===== src/rtl/irda_pkg.sv =====
package irda_pkg;

    typedef enum logic [1:0] {
        TX_IDLE,
        TX_PULSE,
        TX_GAP
    } tx_state_e;

    typedef enum logic [1:0] {
        RX_IDLE,
        RX_QUAL,
        RX_HOLD,
        RX_REQUAL
    } rx_state_e;

endpackage


===== src/rtl/irda_sync.sv =====
// Multi-stage synchroniser for the asynchronous receive pin; resets to the
// idle (high) line level.
module irda_sync #(
    parameter int STAGES = 2
) (
    input  logic clk,
    input  logic rst_n,
    input  logic d,
    output logic q
);

    logic [STAGES-1:0] chain;

    generate
        if (STAGES == 1) begin : g_single
            always_ff @(posedge clk or negedge rst_n) begin
                if (!rst_n) chain <= '1;
                else        chain <= d;
            end
        end else begin : g_multi
            always_ff @(posedge clk or negedge rst_n) begin
                if (!rst_n) chain <= '1;
                else        chain <= {chain[STAGES-2:0], d};
            end
        end
    endgenerate

    assign q = chain[STAGES-1];

endmodule


===== src/rtl/irda_tx_mod.sv =====
// Transmit side: one short low pulse at the head of every zero-bit slot.
module irda_tx_mod
    import irda_pkg::*;
#(
    parameter int TICKS = 16,
    parameter int PULSE = 3
) (
    input  logic clk,
    input  logic rst_n,
    input  logic en,
    input  logic tick,
    input  logic nrz_in,
    output logic pulse_low,
    output logic idle_o
);

    localparam int PW = $clog2(TICKS);
    localparam logic [PW-1:0] LAST_PH  = PW'(TICKS - 1);
    localparam logic [PW-1:0] PULSE_PH = PW'(PULSE - 1);

    tx_state_e     st, st_nx;
    logic [PW-1:0] ph, ph_nx;

    // state register
    always_ff @(posedge clk or negedge rst_n) begin
        if (!rst_n) begin
            st <= TX_IDLE;
            ph <= '0;
        end else begin
            st <= st_nx;
            ph <= ph_nx;
        end
    end

    // transitions, evaluated only on ticks
    always_comb begin
        st_nx = st;
        ph_nx = ph;
        if (!en) begin
            st_nx = TX_IDLE;
            ph_nx = '0;
        end else if (tick) begin
            unique case (st)
                TX_IDLE: begin
                    if (!nrz_in) begin
                        st_nx = TX_PULSE;
                        ph_nx = '0;
                    end
                end
                TX_PULSE: begin
                    ph_nx = ph + PW'(1);
                    if (ph == PULSE_PH) st_nx = TX_GAP;
                end
                TX_GAP: begin
                    if (ph == LAST_PH) begin
                        ph_nx = '0;
                        st_nx = nrz_in ? TX_IDLE : TX_PULSE;
                    end else begin
                        ph_nx = ph + PW'(1);
                    end
                end
                default: begin
                    st_nx = TX_IDLE;
                    ph_nx = '0;
                end
            endcase
        end
    end

    // outputs
    always_comb begin
        pulse_low = (st == TX_PULSE);
        idle_o    = (st == TX_IDLE);
    end

endmodule


===== src/rtl/irda_rx_demod.sv =====
// Receive side: qualify a short low pulse by width, then hold a low level
// for one tick window counted from acceptance. MIN_LOW must be 2 or more.
module irda_rx_demod
    import irda_pkg::*;
#(
    parameter int TICKS   = 16,
    parameter int MIN_LOW = 3
) (
    input  logic clk,
    input  logic rst_n,
    input  logic en,
    input  logic tick,
    input  logic rx_s,
    output logic hold_low,
    output logic idle_o
);

    localparam int PW = $clog2(TICKS);
    localparam int QW = $clog2(MIN_LOW + 1);
    localparam logic [PW-1:0] LAST_TICK = PW'(TICKS - 1);
    localparam logic [QW-1:0] QUAL_END  = QW'(MIN_LOW - 1);

    rx_state_e     st, st_nx;
    logic [QW-1:0] qc, qc_nx;
    logic [PW-1:0] tc, tc_nx;

    // state register
    always_ff @(posedge clk or negedge rst_n) begin
        if (!rst_n) begin
            st <= RX_IDLE;
            qc <= '0;
            tc <= '0;
        end else begin
            st <= st_nx;
            qc <= qc_nx;
            tc <= tc_nx;
        end
    end

    // transitions
    always_comb begin
        st_nx = st;
        qc_nx = qc;
        tc_nx = tc;
        if (!en) begin
            st_nx = RX_IDLE;
            qc_nx = '0;
            tc_nx = '0;
        end else begin
            unique case (st)
                RX_IDLE: begin
                    if (!rx_s) begin
                        st_nx = RX_QUAL;
                        qc_nx = QW'(1);
                    end
                end
                RX_QUAL, RX_REQUAL: begin
                    if (rx_s) begin
                        st_nx = RX_IDLE;
                    end else if (qc == QUAL_END) begin
                        st_nx = RX_HOLD;
                        tc_nx = '0;
                    end else begin
                        qc_nx = qc + QW'(1);
                    end
                end
                RX_HOLD: begin
                    if (tick) begin
                        if (tc == LAST_TICK) begin
                            if (!rx_s) begin
                                st_nx = RX_REQUAL;
                                qc_nx = QW'(1);
                            end else begin
                                st_nx = RX_IDLE;
                            end
                        end else begin
                            tc_nx = tc + PW'(1);
                        end
                    end
                end
                default: st_nx = RX_IDLE;
            endcase
        end
    end

    // outputs
    always_comb begin
        hold_low = (st == RX_HOLD) || (st == RX_REQUAL);
        idle_o   = (st == RX_IDLE);
    end

endmodule


===== src/rtl/irda_sir_codec.sv =====
module irda_sir_codec #(
    parameter int TICKS_PER_BIT = 16,
    parameter int PULSE_TICKS   = 3,
    parameter int MIN_LOW_CLKS  = 3,
    parameter int SYNC_STAGES   = 2
) (
    input  logic clk,
    input  logic rst_n,
    input  logic tick16,
    input  logic ir_en,
    input  logic tx_nrz,
    input  logic ir_rx,
    output logic ir_tx,
    output logic rx_nrz
);

    logic rx_s;
    logic pulse_low;
    logic hold_low;
    logic tx_idle;
    logic rx_idle;

    irda_sync #(
        .STAGES (SYNC_STAGES)
    ) u_sync (
        .clk   (clk),
        .rst_n (rst_n),
        .d     (ir_rx),
        .q     (rx_s)
    );

    irda_tx_mod #(
        .TICKS (TICKS_PER_BIT),
        .PULSE (PULSE_TICKS)
    ) u_tx (
        .clk       (clk),
        .rst_n     (rst_n),
        .en        (ir_en),
        .tick      (tick16),
        .nrz_in    (tx_nrz),
        .pulse_low (pulse_low),
        .idle_o    (tx_idle)
    );

    irda_rx_demod #(
        .TICKS   (TICKS_PER_BIT),
        .MIN_LOW (MIN_LOW_CLKS)
    ) u_rx (
        .clk      (clk),
        .rst_n    (rst_n),
        .en       (ir_en),
        .tick     (tick16),
        .rx_s     (rx_s),
        .hold_low (hold_low),
        .idle_o   (rx_idle)
    );

    assign ir_tx  = ir_en ? ~pulse_low : tx_nrz;
    assign rx_nrz = ir_en ? ~hold_low  : ir_rx;

endmodule


===== config.mk =====
export PLATFORM = sky130hd
export DESIGN_NAME = irda_sir_codec
export DESIGN_NICKNAME = d
export VERILOG_FILES = /design/src/rtl/irda_pkg.sv /design/src/rtl/irda_sync.sv /design/src/rtl/irda_tx_mod.sv /design/src/rtl/irda_rx_demod.sv /design/src/rtl/irda_sir_codec.sv
export SDC_FILE = /design/constraint.sdc
export NUM_CORES = 1
export LEC_CHECK = 0
export BUFFER_PORTS_ARGS = -buffer_cell sky130_fd_sc_hd__buf_4
export CAP_MARGIN = 20
export CELL_PAD_IN_SITES_DETAIL_PLACEMENT = 1
export CELL_PAD_IN_SITES_GLOBAL_PLACEMENT = 2
export CORE_MARGIN = 2
export CORE_UTILIZATION = 30
export DETAILED_ROUTE_END_ITERATION = 7
export PLACE_DENSITY_LB_ADDON = 0.15
export SLEW_MARGIN = 25
export SYNTH_ARGS = -nofsm -noshare
export SYNTH_HDL_FRONTEND = slang
export SYNTH_SLANG_ARGS = --single-unit

===== constraint.sdc =====
create_clock -name clk -period 3 [get_ports clk]
set_input_delay 0.6 -clock clk [delete_from_list [all_inputs] [get_ports clk]]
set_output_delay 0.6 -clock clk [all_outputs]
set_load 0.05 [all_outputs]

==> results of run 1 <==
==> final timing paths <==
| path | endpoint | cells after the start | slack (ns) |
|---|---|---|---|
| max in group asynchronous | u_sync.chain[1] | 1 | 2.58 |
| worst max register to register | u_tx.st[0] | 6 | 1.26 |
| min in group clk | u_sync.chain[1] | 0 | 0.36 |
| worst max-delay path | ir_tx | 4 | 1.01 |
| worst min-delay path | u_tx.ph[0] | 1 | 0.16 |
| worst min register to register | u_sync.chain[1] | 0 | 0.36 |
==> cells in the final DEF, fill, tap and decap left out, types with 2 or more instances in the layout <==
cell type and n:
dfrtp_1 14, nor2_1 3, nand2b_1 4, nand2_1 9, dfstp_2 2, nand3_1 7
a21bo_2 2, inv_1 7, a21oi_1 8, ha_1 9, clkbuf_4 3, nand3b_1 2
buf_4 7, o21ai_0 8, a21o_1 2, o311ai_0 2, nand4_1 4
==> logic make-up after synthesis <==
logic type	Yosys count
AOI/OAI and AO/OA	29
and+or+nand+nor	38
adders and majority gates	9
muxes	1
DFF	16
buffers and inverters	10
==> registers in the layout (all words and copies together), names as in the netlist <==
name          count
u_rx.st           2
u_rx.qc           2
u_tx.st           2
u_sync.chain      2
u_tx.ph           4
u_rx.tc           4
==> routing by layer <==
metal	vias to the layer above	track usage	wire length [um]
li1	395	-	-
met4	0	0.06383	21
met5	-	0	0
met1	396	0.1798	967
met3	2	0.02731	60
met2	8	0.2143	1008
==> cell type report <==
type	count	area, um^2	area share
flip-flops and latches	16	402.9	0.3630
repair buffers	7	52.55	0.04735
multi-input cells	77	536.8	0.4837
inverters	7	26.28	0.02368
clock buffers	4	36.28	0.03269
well taps	44	55.05	0.04961
==> report_power, final <==
part	internal [W]	switching, W
Clock	0.0000738	0.0000657
Sequential	0.000234	0.0000194
Combinational	0.0000688	0.000108
==> stage by stage <==
stage / hold slack [ns] / power, W
after floorplan: 0.3044 / 0.0003842
after global placement: 0.3468 / 0.0004348
after detailed placement: 0.3479 / 0.0004402
after CTS: 0.1566 / 0.0005872
after global routing: 0.1403 / 0.0006268
final: 0.1640 / 0.0005701
==> critical path: stages (launching register included) <==
cell and delay (ns):
dfrtp_1 0.41, inv_1 0.11, ha_1 0.23, a21oi_1 0.15
buf_4 0.21
==> flow_metrics.env, run 1 <==
export IMPL_grt_overflow=0
export IMPL_synth_area_leaders="dfrtp_1, ha_1, dfstp_2"
export IMPL_finalInstanceArea_mm2=0.001110
export IMPL_clock_root_buffer="clkbuf_4"
export IMPL_endpoint_kind="primary output"
export IMPL_cts_setup_buffers=0
export IMPL_final_core_util=0.3577
export IMPL_synth_xor_area_share=0
export IMPL_start_util=0.3181
export IMPL_io_pin_count=8
export IMPL_grt_antenna_before_repair=0
export IMPL_grt_max_degree=17
export IMPL_stdcell_count=155
export IMPL_synth_distinct_cells=35
export IMPL_grt_setup_unrepaired="false"
export IMPL_grtUsageTotal=0.1359
export IMPL_crit_type="register to primary output"
export IMPL_drive_gt1_frac=0.1712
export IMPL_finClkSkew_ns=0.001471
export IMPL_io_buffers=7
export IMPL_synth_top_area_frac=0.3549
export IMPL_ys_warn_count=0
export IMPL_ant_nets=0
export IMPL_fillers=378
export IMPL_drc=0
export IMPL_synth_most_common_cell="dfrtp_1"
export IMPL_fp_dieH_um=61.37
export IMPL_synth_adder_area_share=0.1141
export IMPL_r2r_start="u_tx.st[0]"
export IMPL_max_vdd_ir_drop_uv=190.7
export IMPL_cts_buffers=3
export IMPL_area_growth_pct=12.42
export IMPL_fmax_ghz=0.5028
export IMPL_cp_arrival_ns=1.39
export IMPL_synthMuxAreaShare=0.01014
export IMPL_worst_pin_slew_ns=0.3403
export IMPL_drtIter0Drc=34
export IMPL_setup_slack_ns=1.011
export IMPL_via_per_inst=5.168
export IMPL_dpl_cell_count=151
export IMPL_drv_slew=0
export IMPL_h_tree_depth=1
export IMPL_setup_tns_ns=0
export IMPL_clkSinkCount=16
export IMPL_setup_violations_final=0
export IMPL_dpl_hpwl_um=1596
export IMPL_synth_edff_count=0
export IMPL_netlist_instances=103
export IMPL_nets=127
export IMPL_required_ns=2.40
export IMPL_syn_num_nets=118
export IMPL_clock_latency_ns=0.28
export IMPL_grt_pass1_vias=787
export IMPL_cp_max_fo=4
export IMPL_synth_commonest_cells="dfrtp_1, ha_1, nand2_1"
export IMPL_drt_total_wl_um=2056
export IMPL_outcome="complete, no violations"
export IMPL_relSlewSlack=0.7703
export IMPL_wl_per_cell_um=13.26
export IMPL_synth_cell_area_um2=987.2
export IMPL_critPathLaunchType="register"
export IMPL_cts_hold_buf=0
export IMPL_antenna_cells=0
export IMPL_die_area_mm2=0.003766
export IMPL_grt_pass1_wl_um=3732
export IMPL_min_path_type="input port to async pin"
export IMPL_cts_resized=0
export IMPL_min_period_ns=1.989
export IMPL_placement_cell_area_mm2=0.001074
export IMPL_synth_seq_cells=16
export IMPL_synth_top_family_by_area="simple AND/OR/NAND/NOR gates"
export IMPL_leakage_nw=0.5016
export IMPL_die_w_um=61.37
export IMPL_cts_tree="yes"
export IMPL_cap_violations=0
export IMPL_vias=801
export IMPL_gp_congestion=0.7425
export IMPL_yosysSeqAreaShare=0.4081
export IMPL_yosysTopAreaCell="dfrtp_1"
export IMPL_synth_flop_cell="dfrtp_1"
export IMPL_core_mm2=0.003103
export IMPL_synth_compound_area_frac=0.1939
export IMPL_fin_crit_sh=0.6630
export IMPL_cp_startpoint="u_tx.st[1]"
export IMPL_syn_area_per_cell_um2=9.584
export IMPL_yosys_area_share_simple=0.2256
export IMPL_power_density_mw_per_mm2=513.7
export IMPL_dp_slack_ns=1.116
export IMPL_synth_async_reset_ratio=1.000
export IMPL_firstDrtPassIters=2
export IMPL_path_clk_slew_ns=0.09
export IMPL_timing_hold_violations_final=0
export IMPL_placementRows=20
export IMPL_clk_path_buf_depth=2
No activity file was read; power rests on OpenSTA's default activity.
==> run 2, diff against run 1 <==
Settings changed: ABC_AREA set to 1.
Clock period 3 ns to 1.8 ns, I/O delays scaled along.
==> run 2 against run 1 <==
  * Clock skew rose by 0.0034 ns
  * Global-route usage is 1.3 points higher
  * Cell area is 10% higher
  * Sequential share of layout area fell by 3.3 points
  * Clock power rose by 51%
==> flow_metrics.env, run 2 <==
export IMPL_required_ns=1.44
export IMPL_clock_latency_ns=0.29
export IMPL_fp_dieH_um=63.68
export IMPL_drt_total_wl_um=2565
export IMPL_crit_family="flip-flops"
export IMPL_synth_async_reset_ratio=1.000
export IMPL_cts_tree="yes"
export IMPL_gp_congestion=0.7980
export IMPL_drv_slew=0
export IMPL_r2r_start="u_rx.tc[0]"
export IMPL_critPathLaunchType="register"
export IMPL_top_regs="u_rx.tc x4, u_tx.ph x4"
export IMPL_final_common_cell="nand2_1"
export IMPL_timing_hold_violations_final=0
export IMPL_endpoint_kind="primary output"
export IMPL_grt_pass1_wl_um=4685
export IMPL_wl_per_cell_um=12.33
export IMPL_firstDrtPassIters=4
export IMPL_power_w=0.001008
export IMPL_grt_overflow=0
export IMPL_h_tree_depth=1
export IMPL_reg2regPathDepth=6
export IMPL_syn_num_nets=164
export IMPL_area_growth_pct=14.75
export IMPL_hold_path_depth=1
export IMPL_outcome="complete, no violations"
export IMPL_synth_top_area_frac=0.3279
export IMPL_fmax_ghz=0.5797
export IMPL_ys_warn_count=0
export IMPL_max_vdd_ir_drop_uv=422.6
export IMPL_r2r_end="u_rx.qc[1]"
export IMPL_io_pin_count=8
export IMPL_syn_area_per_cell_um2=7.171
export IMPL_synth_most_common_cell="nand2_1"
export IMPL_yosysSeqAreaShare=0.3770
export IMPL_synth_distinct_cells=21
export IMPL_leakage_nw=0.6611
export IMPL_synth_flop_cell="dfrtp_1"
export IMPL_io_buffers=7
export IMPL_synth_area_leaders="dfrtp_1, nand2_1, ha_1"
export IMPL_synth_seq_cells=16
export IMPL_finClkSkew_ns=0.004902
export IMPL_min_period_ns=1.725
export IMPL_clock_root_buffer="clkbuf_4"
export IMPL_die_w_um=63.68
export IMPL_grtUsageTotal=0.1490
export IMPL_crit_cells=5
export IMPL_drtIter0Drc=52
export IMPL_start_util=0.3152
export IMPL_holdPathEnd="u_sync.chain[0]"
export IMPL_grt_pass1_vias=1023
export IMPL_netlist_instances=149
export IMPL_synth_edff_count=0
export IMPL_path_clk_slew_ns=0.10
export IMPL_synth_cell_area_mm2=0.001069
export IMPL_setup_slack_ns=0.07508
export IMPL_fin_crit_sh=0.9583
export IMPL_min_from="ir_rx"
export IMPL_power_density_mw_per_mm2=822.3
export IMPL_crit_type="register to primary output"
export IMPL_clk_path_buf_depth=2
export IMPL_mostFrequentLayoutCells="nand2_1, inv_1, nor2_1, nand3_1, dfrtp_1"
export IMPL_dp_slack_ns=0.3405
export IMPL_setup_violations_final=0
export IMPL_cp_num_buf_inv=2
export IMPL_grt_antenna_before_repair=0
export IMPL_r2r_slack_ns=0.39
export IMPL_antenna_cells=0
export IMPL_cts_buffers=3
export IMPL_ant_nets=0
export IMPL_grt_max_degree=17
export IMPL_cp_arrival_ns=1.36
export IMPL_finalInstanceArea_mm2=0.001226
export IMPL_nets=178
export IMPL_via_per_inst=4.625
export IMPL_placementRows=21
export IMPL_cp_startpoint="u_tx.st[0]"
export IMPL_dpl_hpwl_um=1947
export IMPL_synth_commonest_cells="nand2_1, inv_1, nor2_1"
export IMPL_vias=962
export IMPL_slowest_stage="dfrtp_2"
export IMPL_path_cells="ha_1 > nand2_1 > inv_1 > nor2_2 > buf_6"
export IMPL_drive_gt1_frac=0.1543
export IMPL_placement_cell_area_mm2=0.001167
export IMPL_yosysTopAreaCell="dfrtp_1"
export IMPL_die_area_mm2=0.004055
export IMPL_clkSinkCount=16
export IMPL_drc=0
export IMPL_core_mm2=0.003390
export IMPL_critPathMaxStageDelay_ns=0.45
export IMPL_min_path_type="input port to register"
export IMPL_cap_violations=0
export IMPL_worst_pin_slew_ns=0.2643
export IMPL_cp_max_fo=5
export IMPL_relSlewSlack=0.8237
==> run 2: cell types whose count changed in the layout (fill, tap and decap cells not counted), moves of 2 or more <==
cell      previous run  this run
a21bo_2              2         0
a21oi_1              8         1
inv_1                7        17
inv_2                0         2
nand2_1              9        51
nand2_2              0         2
nand2b_1             4         0
nand3_1              7        14
nand3_2              0         2
nor2_1               3        15
nor2_2               0         2
o21ai_0              8         6
o311ai_0             2         0
==> run 2: per-layer routing <==
layer / part of all wire / global-route usage
met1: 0.48 / 0.1869
met3: 0.023 / 0.03036
met2: 0.48 / 0.2421
met4: 0.017 / 0.07337
met5: 0 / 0
==> run 2: worst max path at each step <==
stage | to | slack, ns
after floorplan | ir_tx | 0.06
after global placement | ir_tx | 0.40
after detailed placement | ir_tx | 0.34
after CTS | ir_tx | 0.03
after global routing | ir_tx | -0.02
final | ir_tx | 0.08
==> run 2: what timing repair did <==
item                                    CTS  global route
endpoints found under the hold margin    14             0
gates resized for setup                   0             3
hold buffers                              1             0
endpoints found under the setup margin    1             1
setup buffers                             1             1
==> run 2: area by class of cell <==
type | count | area (um^2)
clock buffers | 4 | 26.28
fillers | 441 | 2163
inverters | 19 | 71.32
multi-input cells | 113 | 585.6
flip-flops and latches | 16 | 404.1
well taps | 46 | 57.56
repair buffers | 10 | 81.33
==> run 2: kinds of logic after synthesis <==
kind of cell    Yosys count  synth area share
compound gates           10           0.05269
xor+xnor                  1          0.008198
fa+ha+maj                 9            0.1054
buf+inv                  20           0.07728
flops                    16            0.3771
simple gates             93            0.3794
==> run 2: worst reg2reg max path: cells and delay by family (launching register included) <==
family	cells	cell delay (ns)
AOI/OAI and AO/OA	1	0.27
adders and majority gates	1	0.21
DFF	1	0.43
and+or+nand+nor	4	0.40
==> run 2: stage by stage <==
step	TNS, ns	instances	util	hold WS [ns]
final	0	208	0.3618	0.1743
after global routing	-0.01806	208	0.3618	0.1503
after CTS	0	207	0.3573	0.1666
after detailed placement	0	201	0.3444	0.2456
after global placement	0	201	0.3444	0.2401
after floorplan	0	149	-	0.06441
==> run 2: where the power goes <==
group	switching (W)	internal (W)	total, W
Combinational	0.000229	0.000140	0.000369
Clock	0.000125	0.0000862	0.000211
Sequential	0.0000324	0.000396	0.000428
Total	0.000386	0.000623	0.00101
==> run 3, diff against run 2 <==
Settings changed: ABC_AREA 1 to unset.
==> run 3 against run 2 <==
  * Clock power rose by 16%
  * Count of clock-buffer cells in the layout did not move
  * Setup slack improved by 0.016 ns
  * Cell area fell by 6.8%
  * Clock skew rose by 0.014 ns
==> flow_metrics.env, run 3 (synthesis gave the netlist of run 1 again) <==
export IMPL_r2r_end="u_tx.st[0]"
export IMPL_cts_tree="yes"
export IMPL_final_core_util=0.3681
export IMPL_outcome="complete, no violations"
export IMPL_r2r_start="u_tx.st[0]"
export IMPL_path_clk_slew_ns=0.11
export IMPL_min_from="ir_rx"
export IMPL_cp_arrival_ns=1.35
export IMPL_stdcell_count=158
export IMPL_dpl_cell_count=151
export IMPL_multi_input_area_um2=544.3
export IMPL_grtUsageMet1=0.1416
export IMPL_timing_hold_violations_final=0
export IMPL_holdPathEnd="u_sync.chain[0]"
export IMPL_drv_slew=0
export IMPL_wl_per_cell_um=14.37
export IMPL_ff_latch_area_um2=402.9
export IMPL_critPathLaunchType="register"
export IMPL_nets=130
export IMPL_grt_pass1_wl_um=3532
export IMPL_via_per_inst=5.152
export IMPL_reg2regPathDepth=6
export IMPL_leakage_nw=0.5171
export IMPL_setup_slack_ns=0.09079
export IMPL_top_regs="u_rx.tc x4, u_tx.ph x4"
export IMPL_grt_busiest_layer="met2"
export IMPL_die_w_um=61.37
export IMPL_h_tree_depth=1
export IMPL_placementRows=20
export IMPL_fmax_ghz=0.5851
export IMPL_worst_pin_slew_ns=0.3358
export IMPL_power_density_mw_per_mm2=875.4
export IMPL_clk_path_buf_depth=2
export IMPL_clock_root_buffer="clkbuf_4"
export IMPL_area_growth_pct=15.72
export IMPL_drc=0
export IMPL_vias=814
export IMPL_max_vdd_ir_drop_uv=298.5
export IMPL_endpoint_kind="primary output"
export IMPL_fillers=390
export IMPL_fp_dieH_um=61.37
export IMPL_grt_pass1_vias=777
export IMPL_core_mm2=0.003103
export IMPL_drt_total_wl_um=2270
export IMPL_mostFrequentLayoutCells="dfrtp_1, nand2_1, buf_4, a21oi_1, ha_1"
export IMPL_min_period_ns=1.709
export IMPL_start_util=0.3181
export IMPL_r2r_slack_ns=0.13
export IMPL_finClkSkew_ns=0.01888
export IMPL_io_buffers=7
export IMPL_clock_latency_ns=0.30
export IMPL_dp_slack_ns=0.06835
export IMPL_drtIter0Drc=17
export IMPL_io_pin_count=8
export IMPL_setup_violations_final=0
export IMPL_final_common_cell="dfrtp_1"
export IMPL_grt_antenna_before_repair=0
export IMPL_required_ns=1.44
export IMPL_crit_type="register to primary output"
export IMPL_setup_tns_ns=0
export IMPL_dpl_hpwl_um=1643
export IMPL_met2_usage=0.2447
export IMPL_fin_crit_sh=0.9496
export IMPL_min_path_type="input port to register"
export IMPL_drive_gt1_frac=0.2018
export IMPL_grt_setup_unrepaired="false"
export IMPL_grtUsageTotal=0.1307
export IMPL_grtUsageMet3=0.04622
export IMPL_relSlewSlack=0.7733
export IMPL_grt_max_degree=17
export IMPL_ant_nets=0
export IMPL_cap_violations=0
export IMPL_power_w=0.001000
export IMPL_die_area_mm2=0.003766
export IMPL_hold_path_depth=1
export IMPL_cp_max_fo=5
export IMPL_cp_startpoint="u_tx.st[0]"
export IMPL_cts_buffers=3
export IMPL_clkSinkCount=16
export IMPL_gp_congestion=0.8144
export IMPL_grt_overflow=0
export IMPL_antenna_cells=0
export IMPL_firstDrtPassIters=4
==> run 3: timing repair <==
action	CTS	global route
buffers inserted	0	2
resized for setup	0	2
endpoints found under the setup margin	0	4
hold endpoints to repair	14	0
hold buffers	1	0
==> run 3: how the worst max path moves through the flow <==
stage,slack [ns],end,cells past startpoint
after floorplan,0.01,ir_tx,3
after global placement,0.18,u_tx.st[0],6
after detailed placement,0.07,u_tx.st[0],6
after CTS,0.01,ir_tx,4
after global routing,0.01,u_tx.ph[2],6
final,0.09,ir_tx,3
==> run 3: stage by stage <==
step	cell area [um^2]	hold slack (ns)
6_report	1142	0.1866
5_1_grt	1142	0.1656
3_3_place_gp	1074	0.2432
3_5_place_dp	1074	0.2395
4_1_cts	1120	0.1734
2_1_floorplan	987.2	0.06441
==> run 3: cell type report <==
class | instances | share of cell area
Tap cell | 44 | 0.04819
Timing Repair Buffer | 10 | 0.06791
Multi-Input combinational cell | 77 | 0.4764
Sequential cell | 16 | 0.3527
Clock buffer | 4 | 0.03176
Inverter | 7 | 0.02300
==> run 3: power breakdown <==
part	switching, W	internal [W]
combinational	0.000199	0.000139
clock	0.000121	0.000123
sequential	0.0000270	0.000390
total	0.000348	0.000652
==> run 3: routing by layer <==
metal	part of all wire	wire [um]	vias up
met4	0.0079	18	0
met5	0	0	-
met2	0.51	1151	11
met1	0.44	1000	405
li1	-	-	396
met3	0.044	100	2
==> run 3: critical path, stage by stage (launching register included) <==
cell     delay (ns)
dfrtp_1        0.44
ha_1           0.25
a21oi_1        0.15
buf_4          0.21
